## src/rtl/rcd_pkg.sv

```systemverilog
package rcd_pkg;
  typedef enum logic [1:0] {
    SEQ_IDLE  = 2'd0,
    SEQ_LOAD  = 2'd1,
    SEQ_CLEAR = 2'd2
  } seq_state_t;
endpackage

```

## src/rtl/rcd_input_sync.sv

```systemverilog
module rcd_input_sync #(
  parameter int STAGES = 2
) (
  input  logic clk,
  input  logic rst_n,
  input  logic din_i,
  output logic level_o,
  output logic fall_o,
  output logic rise_o
);
  logic [STAGES-1:0] chain_q, chain_d;
  logic              prev_q, prev_d;

  always_comb begin
    chain_d = {chain_q[STAGES-2:0], din_i};
    prev_d  = chain_q[STAGES-1];
  end

  always_ff @(posedge clk or negedge rst_n) begin
    if (!rst_n) begin
      chain_q <= '0;
      prev_q  <= 1'b0;
    end else begin
      chain_q <= chain_d;
      prev_q  <= prev_d;
    end
  end

  assign level_o = chain_q[STAGES-1];
  assign fall_o  = prev_q & ~level_o;
  assign rise_o  = ~prev_q & level_o;


  sync_delay_chk: assert property (@(posedge clk) disable iff (!rst_n)
    $past(chain_q[0]) == chain_q[STAGES-1] || STAGES != 2);
endmodule

```

## src/rtl/rcd_slot_counter.sv

```systemverilog
module rcd_slot_counter #(
  parameter int W = 3
) (
  input  logic         clk,
  input  logic         rst_n,
  input  logic         adv_i,
  input  logic         rise_i,
  input  logic         clr_i,
  output logic [W-1:0] cnt_o
);
  localparam logic [W-1:0] TOP_V = '1;

  logic [W-1:0] cnt_q, cnt_d;

  always_comb begin
    cnt_d = cnt_q;
    if (clr_i)      cnt_d = '0;
    else if (adv_i) cnt_d = cnt_q + 1'b1;
  end

  always_ff @(posedge clk or negedge rst_n) begin
    if (!rst_n) cnt_q <= '0;
    else        cnt_q <= cnt_d;
  end

  assign cnt_o = cnt_q;


  cnt_cause_chk: assert property (@(posedge clk) disable iff (!rst_n)
    (cnt_q != $past(cnt_q)) |-> ($past(adv_i) || $past(clr_i)));

  rise_hold_chk: assert property (@(posedge clk) disable iff (!rst_n)
    (rise_i && !clr_i) |=> (cnt_q == $past(cnt_q)));

  wrap_chk: assert property (@(posedge clk) disable iff (!rst_n)
    (adv_i && !clr_i && cnt_q == TOP_V) |=> (cnt_q == '0));
endmodule

```

## src/rtl/rcd_sync_timer.sv

```systemverilog
module rcd_sync_timer #(
  parameter int LIMIT = 700000
) (
  input  logic clk,
  input  logic rst_n,
  input  logic level_i,
  output logic fire_o
);
  localparam int TW = $clog2(LIMIT + 2);
  localparam logic [TW-1:0] LIM_V = TW'(LIMIT);
  localparam logic [TW-1:0] SAT_V = TW'(LIMIT + 1);

  logic [TW-1:0] tmr_q, tmr_d;

  always_comb begin
    tmr_d = tmr_q;
    if (!level_i)           tmr_d = '0;
    else if (tmr_q != SAT_V) tmr_d = tmr_q + 1'b1;
  end

  always_ff @(posedge clk or negedge rst_n) begin
    if (!rst_n) tmr_q <= '0;
    else        tmr_q <= tmr_d;
  end

  assign fire_o = level_i && (tmr_q == LIM_V);


  tmr_hold_chk: assert property (@(posedge clk) disable iff (!rst_n)
    !level_i |=> (tmr_q == '0));

  fire_once_chk: assert property (@(posedge clk) disable iff (!rst_n)
    fire_o |=> !fire_o);
endmodule

```

## src/rtl/rcd_read_seq.sv

```systemverilog
module rcd_read_seq
  import rcd_pkg::*;
#(
  parameter int PULSE = 2000
) (
  input  logic       clk,
  input  logic       rst_n,
  input  logic       fire_i,
  input  logic [1:0] bits_i,
  output logic       load_o,
  output logic       clr_o,
  output logic       dig_a_o,
  output logic       dig_b_o
);
  localparam int PW = (PULSE > 1) ? $clog2(PULSE) : 1;
  localparam logic [PW-1:0] LAST_V = PW'(PULSE - 1);

  seq_state_t    st_q, st_d;
  logic [PW-1:0] pc_q, pc_d;
  logic [1:0]    dig_q, dig_d;
  logic          last_w;

  assign last_w = (pc_q == LAST_V);

  always_comb begin
    st_d = st_q;
    pc_d = pc_q;
    unique case (st_q)
      SEQ_IDLE: begin
        pc_d = '0;
        if (fire_i) st_d = SEQ_LOAD;
      end
      SEQ_LOAD: begin
        if (last_w) begin
          st_d = SEQ_CLEAR;
          pc_d = '0;
        end else begin
          pc_d = pc_q + 1'b1;
        end
      end
      SEQ_CLEAR: begin
        if (last_w) begin
          st_d = SEQ_IDLE;
          pc_d = '0;
        end else begin
          pc_d = pc_q + 1'b1;
        end
      end
      default: begin
        st_d = SEQ_IDLE;
        pc_d = '0;
      end
    endcase
  end

  always_comb begin
    dig_d = dig_q;
    if (st_q == SEQ_LOAD) dig_d = bits_i;
  end

  always_ff @(posedge clk or negedge rst_n) begin
    if (!rst_n) begin
      st_q  <= SEQ_IDLE;
      pc_q  <= '0;
      dig_q <= '0;
    end else begin
      st_q  <= st_d;
      pc_q  <= pc_d;
      dig_q <= dig_d;
    end
  end

  assign load_o  = (st_q == SEQ_LOAD);
  assign clr_o   = (st_q == SEQ_CLEAR);
  assign dig_a_o = dig_q[0];
  assign dig_b_o = dig_q[1];


  clear_after_load_chk: assert property (@(posedge clk) disable iff (!rst_n)
    $rose(clr_o) |-> $past(load_o));

  load_needs_fire_chk: assert property (@(posedge clk) disable iff (!rst_n)
    $rose(load_o) |-> $past(fire_i));

  dig_hold_chk: assert property (@(posedge clk) disable iff (!rst_n)
    (dig_q != $past(dig_q)) |-> $past(load_o));
endmodule

```

## src/rtl/rc_frame_decoder.sv

```systemverilog
module rc_frame_decoder #(
  parameter int SYNC_TICKS  = 700000,
  parameter int PULSE_TICKS = 2000,
  parameter int CNT_W       = 3,
  parameter int SYNC_STAGES = 2
) (
  input  logic clk,
  input  logic rst_n,
  input  logic carrier_i,
  output logic servo1_o,
  output logic servo2_o,
  output logic dig_a_o,
  output logic dig_b_o
);
  localparam logic [CNT_W-1:0] SLOT1_V = CNT_W'(1);
  localparam logic [CNT_W-1:0] SLOT2_V = CNT_W'(2);

  logic             lvl_w, fall_w, rise_w;
  logic             fire_w, load_w, clr_w;
  logic [CNT_W-1:0] cnt_w;

  rcd_input_sync #(.STAGES(SYNC_STAGES)) u_sync (
    .clk(clk), .rst_n(rst_n), .din_i(carrier_i),
    .level_o(lvl_w), .fall_o(fall_w), .rise_o(rise_w)
  );

  rcd_slot_counter #(.W(CNT_W)) u_cnt (
    .clk(clk), .rst_n(rst_n), .adv_i(fall_w), .rise_i(rise_w),
    .clr_i(clr_w), .cnt_o(cnt_w)
  );

  rcd_sync_timer #(.LIMIT(SYNC_TICKS)) u_tmr (
    .clk(clk), .rst_n(rst_n), .level_i(lvl_w), .fire_o(fire_w)
  );

  rcd_read_seq #(.PULSE(PULSE_TICKS)) u_seq (
    .clk(clk), .rst_n(rst_n), .fire_i(fire_w), .bits_i(cnt_w[1:0]),
    .load_o(load_w), .clr_o(clr_w), .dig_a_o(dig_a_o), .dig_b_o(dig_b_o)
  );

  assign servo1_o = (cnt_w == SLOT1_V);
  assign servo2_o = (cnt_w == SLOT2_V);


  servo_handoff_chk: assert property (@(posedge clk) disable iff (!rst_n)
    $fell(servo1_o) |-> (servo2_o || $past(clr_w)));

  servo1_start_chk: assert property (@(posedge clk) disable iff (!rst_n)
    $rose(servo1_o) |-> $past(fall_w));

  servo2_start_chk: assert property (@(posedge clk) disable iff (!rst_n)
    $rose(servo2_o) |-> $past(servo1_o));
endmodule

```

## config.mk

```make
export PLATFORM = sky130hd
export DESIGN_NAME = rc_frame_decoder
export DESIGN_NICKNAME = d
export VERILOG_FILES = /design/src/rtl/rcd_pkg.sv /design/src/rtl/rcd_input_sync.sv /design/src/rtl/rcd_slot_counter.sv /design/src/rtl/rcd_sync_timer.sv /design/src/rtl/rcd_read_seq.sv /design/src/rtl/rc_frame_decoder.sv
export SDC_FILE = /design/constraint.sdc
export NUM_CORES = 1
export LEC_CHECK = 0
export ABC_CLOCK_PERIOD_IN_PS = 2580
export BUFFER_PORTS_ARGS = -buffer_cell sky130_fd_sc_hd__clkbuf_2
export CELL_PAD_IN_SITES_DETAIL_PLACEMENT = 0
export CELL_PAD_IN_SITES_GLOBAL_PLACEMENT = 1
export CORE_ASPECT_RATIO = 0.8
export CORE_MARGIN = 3
export CORE_UTILIZATION = 48
export DETAILED_ROUTE_END_ITERATION = 6
export PLACE_DENSITY_LB_ADDON = 0.1
export SLEW_MARGIN = 20
export SYNTH_ARGS = -nofsm -noshare
export SYNTH_HDL_FRONTEND = slang
export SYNTH_HIERARCHICAL = 1
export SYNTH_SLANG_ARGS = --single-unit
```

## constraint.sdc

```tcl
create_clock -name clk -period 2.58 [get_ports clk]
set_clock_uncertainty 0.15 [all_clocks]
set_input_delay 0.129 -clock clk [delete_from_list [all_inputs] [get_ports clk]]
set_output_delay 0.129 -clock clk [all_outputs]
set_load 0.03 [all_outputs]
```

==> results.sh, run 1 <==
export IMPL_internal_power_w=0.0009453
export IMPL_cp_start_kind="flop"
export IMPL_worst_path_max_fanout=10
export IMPL_synth_area_sq_um=2167
export IMPL_endpoint="u_tmr/tmr_q[19]"
export IMPL_diodes=0
export IMPL_p_leak_nw=0.9356
export IMPL_cp_num_buf_inv=0
export IMPL_place_gp_congestion=0.7646
export IMPL_root_buffer="clkbuf_8"
export IMPL_synthToLayoutAreaGrowth_pct=8.314
export IMPL_grt_max_degree=42
export IMPL_ys_warn_count=6
export IMPL_syn_nets=227
export IMPL_fp_dieW_microns=81.12
export IMPL_startpoint="u_tmr/tmr_q[8]"
export IMPL_cap_violations=0
export IMPL_crit_cells=4
export IMPL_path_delay_family="simple AND/OR/NAND/NOR gates"
export IMPL_seqPwrFrac=0.555
export IMPL_hold_viol=0
export IMPL_ir_drop_mv=0.3146
export IMPL_synthCells=216
export IMPL_layout_nets=236
export IMPL_cts_resized=0
export IMPL_overflow=0
export IMPL_top_level_ports=7
export IMPL_relSlewSlack=0.4126
export IMPL_post_route_period_util=0.8754
export IMPL_min_from="u_sync/chain_q[0]"
export IMPL_synth_area_per_cell_sq_um=10.03
export IMPL_antenna_found_initial=0
export IMPL_drc=0
export IMPL_initial_utilization=0.5091
export IMPL_dr_total_vias=1572
export IMPL_final_common_cell="dfrtp_1"
export IMPL_rr_startpoint="u_tmr/tmr_q[8]"
export IMPL_ant_nets=0
export IMPL_crit_required_ns=2.64
export IMPL_layoutNonFillerInstCount=282
export IMPL_switchingPower_w=0.0003294
export IMPL_die_h_microns=66.10
export IMPL_path_clk_slew_ns=0.07
export IMPL_drive_above_1_share=0.1156
export IMPL_outcome="complete, no violations"
export IMPL_via_per_inst=5.574
export IMPL_layout_min_cycle_time_ns=2.258
export IMPL_coreArea_sq_um=4257
export IMPL_placed_cells=273
export IMPL_reg2reg_slack_ns=0.32
export IMPL_reg2reg_to="u_tmr/tmr_q[19]"
export IMPL_postCtsSetupBuffers=0
export IMPL_worstMarginPinSlew_ns=0.8811
export IMPL_grtUsageTotal=0.1750
export IMPL_tritoncts="yes"
export IMPL_final_cell_mix="dfrtp_1, nor2_1, a21oi_1"
export IMPL_rr_worst_depth=4
export IMPL_fmax_mhz=442.8
export IMPL_setup_worst_path_end_class="flop"
export IMPL_cts_buffers=5
export IMPL_grt_pass1_wl_microns=7210
export IMPL_p_comb_frac=0.115
export IMPL_hp_class="reg2reg"
export IMPL_crit_chain="nand4_2 -> or4_1 -> or4_1 -> a21oi_1"
export IMPL_clk_path_buf_depth=2
export IMPL_worst_path_max_delay_cell="or4_1"
export IMPL_pwr_density_cell_nw_per_um2=543.0
export IMPL_setup_viol_count_final=0
export IMPL_insertion_delay_ns=0.29
export IMPL_dr_pass1_iters=4
export IMPL_dp_hpwl_microns=2800
export IMPL_cts_sinks=41
export IMPL_crit_top_cell="or4_1"
export IMPL_htree_levels=2
export IMPL_avgRoutedWirePerCell_microns=14.55
export IMPL_cp_data_arrival_time_ns=2.32
export IMPL_port_buffers=6
export IMPL_num_rows=21
export IMPL_wirelength_microns=4104
export IMPL_p_sw_frac=0.2584
export IMPL_path_class="reg2reg"
export IMPL_initialDrtViolationCount=151
export IMPL_rsz0062_at_grt="no"
export IMPL_hold_buffers=2
export IMPL_tns_ns=0
export IMPL_grt_pass1_vias=1530
export IMPL_p_clk_frac=0.330
export IMPL_cpPeakStageDelay_ns=0.70
export IMPL_power_w=0.001275
export IMPL_die_area_sq_um=5362
export IMPL_finalMaxSlewViolations=0
==> stage by stage <==
stage	utilization	hold WS (ns)	setup slack [ns]	cell area, sq um
3_3_place_gp	0.5265	0.1009	0.4196	2241
6_report	0.5514	0.1960	0.3215	2347
2_1_floorplan	-	-0.3166	0.5223	2167
5_1_grt	0.5514	0.2110	0.2011	2347
4_1_cts	0.5514	0.2015	0.3351	2347
3_5_place_dp	0.5265	0.1070	0.3380	2241
==> power by group through the flow <==
stage               Clock, W  Combinational, W  Sequential, W
floorplan                  0          0.000105       0.000710
global placement           0          0.000139       0.000716
detailed placement         0          0.000146       0.000721
CTS                 0.000437          0.000149       0.000708
global route        0.000475          0.000161       0.000714
finish              0.000420          0.000146       0.000708
==> layout make-up <==
type                    instances  area (sq um)
inverters                      13         48.80
clock buffers                   7         86.33
fillers                       386          1909
multi-input cells             156          1065
flip-flops and latches         41          1026
repair buffers                  8         50.05
well taps                      57         71.32
==> routing by layer <==
| metal | part of all wire | global-route usage | vias up | wire length (microns) |
|---|---|---|---|---|
| li1 | - | - | 775 | - |
| met1 | 0.51 | 0.2522 | 756 | 2109 |
| met2 | 0.44 | 0.2582 | 36 | 1795 |
| met3 | 0.037 | 0.04087 | 5 | 152 |
| met4 | 0.011 | 0.05696 | 0 | 47 |
| met5 | 0 | 0 | - | 0 |
==> state kept, by name (all words and copies together), names as in the netlist <==
register        count
u_seq/pc_q         11
u_seq/dig_q         2
u_cnt/cnt_o         3
u_tmr/tmr_q        20
u_seq/st_q          2
u_sync/chain_q      2
u_sync/prev_q       1
==> worst min-delay path by stage <==
stage / endpoint / cells after the start
2_1_floorplan: u_cnt/cnt_o[0] / 0
3_3_place_gp: u_sync/chain_q[0] / 1
3_5_place_dp: u_sync/chain_q[0] / 1
4_1_cts: u_sync/chain_q[1] / 0
5_1_grt: u_sync/chain_q[1] / 0
6_report: u_sync/chain_q[1] / 0
Power figures use the tool's default switching activity.
==> run 2: changes to the inputs <==
--- a/config.mk
+++ b/config.mk
@@ -8,9 +8,10 @@
 export ABC_CLOCK_PERIOD_IN_PS = 2580
 export BUFFER_PORTS_ARGS = -buffer_cell sky130_fd_sc_hd__clkbuf_2
+export CAP_MARGIN = 10
 export CELL_PAD_IN_SITES_DETAIL_PLACEMENT = 0
 export CELL_PAD_IN_SITES_GLOBAL_PLACEMENT = 1
 export CORE_ASPECT_RATIO = 0.8
 export CORE_MARGIN = 3
-export CORE_UTILIZATION = 48
+export CORE_UTILIZATION = 49
 export DETAILED_ROUTE_END_ITERATION = 6
 export PLACE_DENSITY_LB_ADDON = 0.1
@@ -18,4 +19,3 @@
 export SYNTH_ARGS = -nofsm -noshare
 export SYNTH_HDL_FRONTEND = slang
-export SYNTH_HIERARCHICAL = 1
 export SYNTH_SLANG_ARGS = --single-unit
==> constraint.sdc (replaced) <==
create_clock -name clk -period 2.58 [get_ports clk]
set_clock_uncertainty 0.15 [all_clocks]
set_input_delay 0.516 -clock clk [delete_from_list [all_inputs] [get_ports clk]]
set_output_delay 0.516 -clock clk [all_outputs]
set_load 0.03 [all_outputs]
==> run 2 against run 1 <==
Effect of this change: utilization is 3.1 points higher; cell count shrank 7.1%; register-to-register slack better by 0.36 ns; global-route usage shrank 1.2 points; worst hold slack worse by 0.14 ns; clock power up 16%; synthesized area decreased by 3.7%.
==> results.sh, run 2 <==
export IMPL_outcome="complete, no violations"
export IMPL_ir_drop_mv=0.3823
export IMPL_synth_most_common_cell="dfrtp_1"
export IMPL_yosysSeqAreaShare=0.4916
export IMPL_diodes=0
export IMPL_dr_total_vias=1362
export IMPL_root_buffer="clkbuf_8"
export IMPL_die_h_microns=64.37
export IMPL_place_gp_congestion=0.7930
export IMPL_cts_resized=0
export IMPL_tritoncts="yes"
export IMPL_grtUsageTotal=0.1628
export IMPL_cp_data_arrival_time_ns=1.29
export IMPL_syn_nets=207
export IMPL_grt_util_met2=0.2532
export IMPL_crit_chain="inv_1 -> ha_1 -> nor2b_1 -> clkbuf_2"
export IMPL_final_cell_mix="dfrtp_1, nor2_1, and2_1"
export IMPL_drc=0
export IMPL_synth_adder_area_share=0.06595
export IMPL_path_delay_family="flip-flops"
export IMPL_synthToLayoutAreaGrowth_pct=10.43
export IMPL_overflow=0
export IMPL_clk_path_buf_depth=2
export IMPL_hp_class="in2async"
export IMPL_postCtsSetupBuffers=0
export IMPL_setup_worst_path_end_class="primary output"
export IMPL_crit_required_ns=1.91
export IMPL_grtUsageMet1=0.2277
export IMPL_synth_xor_area_frac=0.1091
export IMPL_initialDrtViolationCount=62
export IMPL_layout_min_cycle_time_ns=1.953
export IMPL_path_clk_slew_ns=0.07
export IMPL_avgRoutedWirePerCell_microns=13.61
export IMPL_synth_top_family_by_area="simple AND/OR/NAND/NOR gates"
export IMPL_setup_viol_count_final=0
export IMPL_insertion_delay_ns=0.28
export IMPL_synth_area_mux_share=0.02638
export IMPL_largest_reg_flops=20
export IMPL_cap_violations=0
export IMPL_yosysTopAreaCell="dfrtp_1"
export IMPL_worst_path_max_fanout=5
export IMPL_p_leak_nw=1.065
export IMPL_worst_path_max_delay_cell="dfrtp_1"
export IMPL_synth_seq_cells=41
export IMPL_num_rows=20
export IMPL_top_usage_layer="met2"
export IMPL_cts_buffers=5
export IMPL_synthTopCellsByArea="dfrtp_1, xnor2_1, ha_1"
export IMPL_synthFlopType="dfrtp_1"
export IMPL_ant_nets=0
export IMPL_synth_simple_area_share=0.2662
export IMPL_ys_types=36
export IMPL_ys_warn_count=0
export IMPL_synthCells=193
export IMPL_grtUsageMet3=0.04225
export IMPL_path_class="reg2out"
export IMPL_initial_utilization=0.5278
export IMPL_cp_num_buf_inv=2
export IMPL_synth_common_cells="dfrtp_1, and2_1, nor2_1"
export IMPL_final_common_cell="dfrtp_1"
export IMPL_rsz0062_at_grt="no"
export IMPL_hold_viol=0
export IMPL_grt_pass1_wl_microns=6423
export IMPL_worstMarginPinSlew_ns=0.5468
export IMPL_port_buffers=6
export IMPL_coreArea_sq_um=3954
export IMPL_synth_compound_area_share=0.02638
export IMPL_hold_buffers=0
export IMPL_synth_edff_count=0
export IMPL_cp_start_kind="flop"
export IMPL_finalMaxSlewViolations=0
export IMPL_pwr_density_cell_nw_per_um2=582.0
export IMPL_cts_sinks=41
export IMPL_final_util=0.5829
export IMPL_tns_ns=0
export IMPL_relSlewSlack=0.6355
export IMPL_via_per_inst=5.198
export IMPL_dr_pass1_iters=4
export IMPL_regMostFlops="u_tmr.tmr_q"
export IMPL_grt_pass1_vias=1402
export IMPL_top_level_ports=7
export IMPL_post_route_period_util=0.7570
export IMPL_drive_above_1_share=0.1159
export IMPL_synth_area_sq_um=2087
export IMPL_fmax_mhz=512.0
export IMPL_antenna_found_initial=0
export IMPL_wirelength_microns=3565
export IMPL_die_area_sq_um=5083
export IMPL_grt_max_degree=23
export IMPL_dp_hpwl_microns=2639
export IMPL_async_reset_ff_frac=1.000
export IMPL_synth_area_per_cell_sq_um=10.81
export IMPL_fp_dieW_microns=78.97
export IMPL_cpPeakStageDelay_ns=0.44
export IMPL_htree_levels=2
export IMPL_layout_nets=221
export IMPL_synth_top_cell_area_share=0.4916
## run 2: power breakdown
part | internal, W | switching (W) | total [W] | leakage (nW)
sequential | 0.000672 | 0.0000381 | 0.000710 | 0.556
clock | 0.000281 | 0.000206 | 0.000487 | 0.0540
combinational | 0.0000568 | 0.0000870 | 0.000144 | 0.455
## run 2: cells by family after synthesis
| group | count (synthesis) |
|---|---|
| simple gates | 93 |
| flops | 41 |
| xor+xnor | 26 |
| fa+ha+maj | 11 |
| compound gates | 9 |
| buf+inv | 8 |
| mux | 5 |
## run 2: per-stage QoR
| stage | hold slack, ns | setup slack, ns | cell area, sq um | cells | total power (W) |
|---|---|---|---|---|---|
| floorplan | 0.07041 | 0.8652 | 2087 | 193 | 0.0008126 |
| detailed placement | 0.1913 | 0.7201 | 2201 | 255 | 0.0008707 |
| global route | 0.08419 | 0.5331 | 2305 | 262 | 0.001422 |
| CTS | 0.06150 | 0.6150 | 2305 | 262 | 0.001362 |
| finish | 0.05178 | 0.6270 | 2305 | 262 | 0.001341 |
| global placement | 0.1875 | 0.7640 | 2201 | 255 | 0.0008562 |
## run 2: metal layers
| layer | routed length (microns) | vias to the layer above |
|---|---|---|
| met5 | 0 | - |
| met4 | 25 | 0 |
| met3 | 104 | 3 |
| met2 | 1645 | 11 |
| met1 | 1789 | 675 |
| li1 | - | 673 |
## run 2: layout make-up
class,instances,area (sq um)
fillers,348,1649
clock buffers,5,68.82
repair buffers,9,52.55
clock inverters,2,35.03
well taps,55,68.82
inverters,6,22.52
multi-input cells,144,1031
flip-flops and latches,41,1026
## run 2: worst paths after layout
path | start | endpoint | slack, ns | depth (start not counted)
worst max-delay path | u_cnt.cnt_o[0] | servo2_o | 0.63 | 4
worst min-delay path | rst_n | u_tmr.tmr_q[12] | 0.05 | 1
worst max register to register | u_tmr.tmr_q[2] | u_seq.st_q[0] | 0.68 | 5
worst min register to register | u_sync.chain_q[0] | u_sync.chain_q[1] | 0.21 | 0
max in group asynchronous | rst_n | u_tmr.tmr_q[5] | 1.65 | 2
min in group clk | carrier_i | u_sync.chain_q[0] | 0.18 | 1
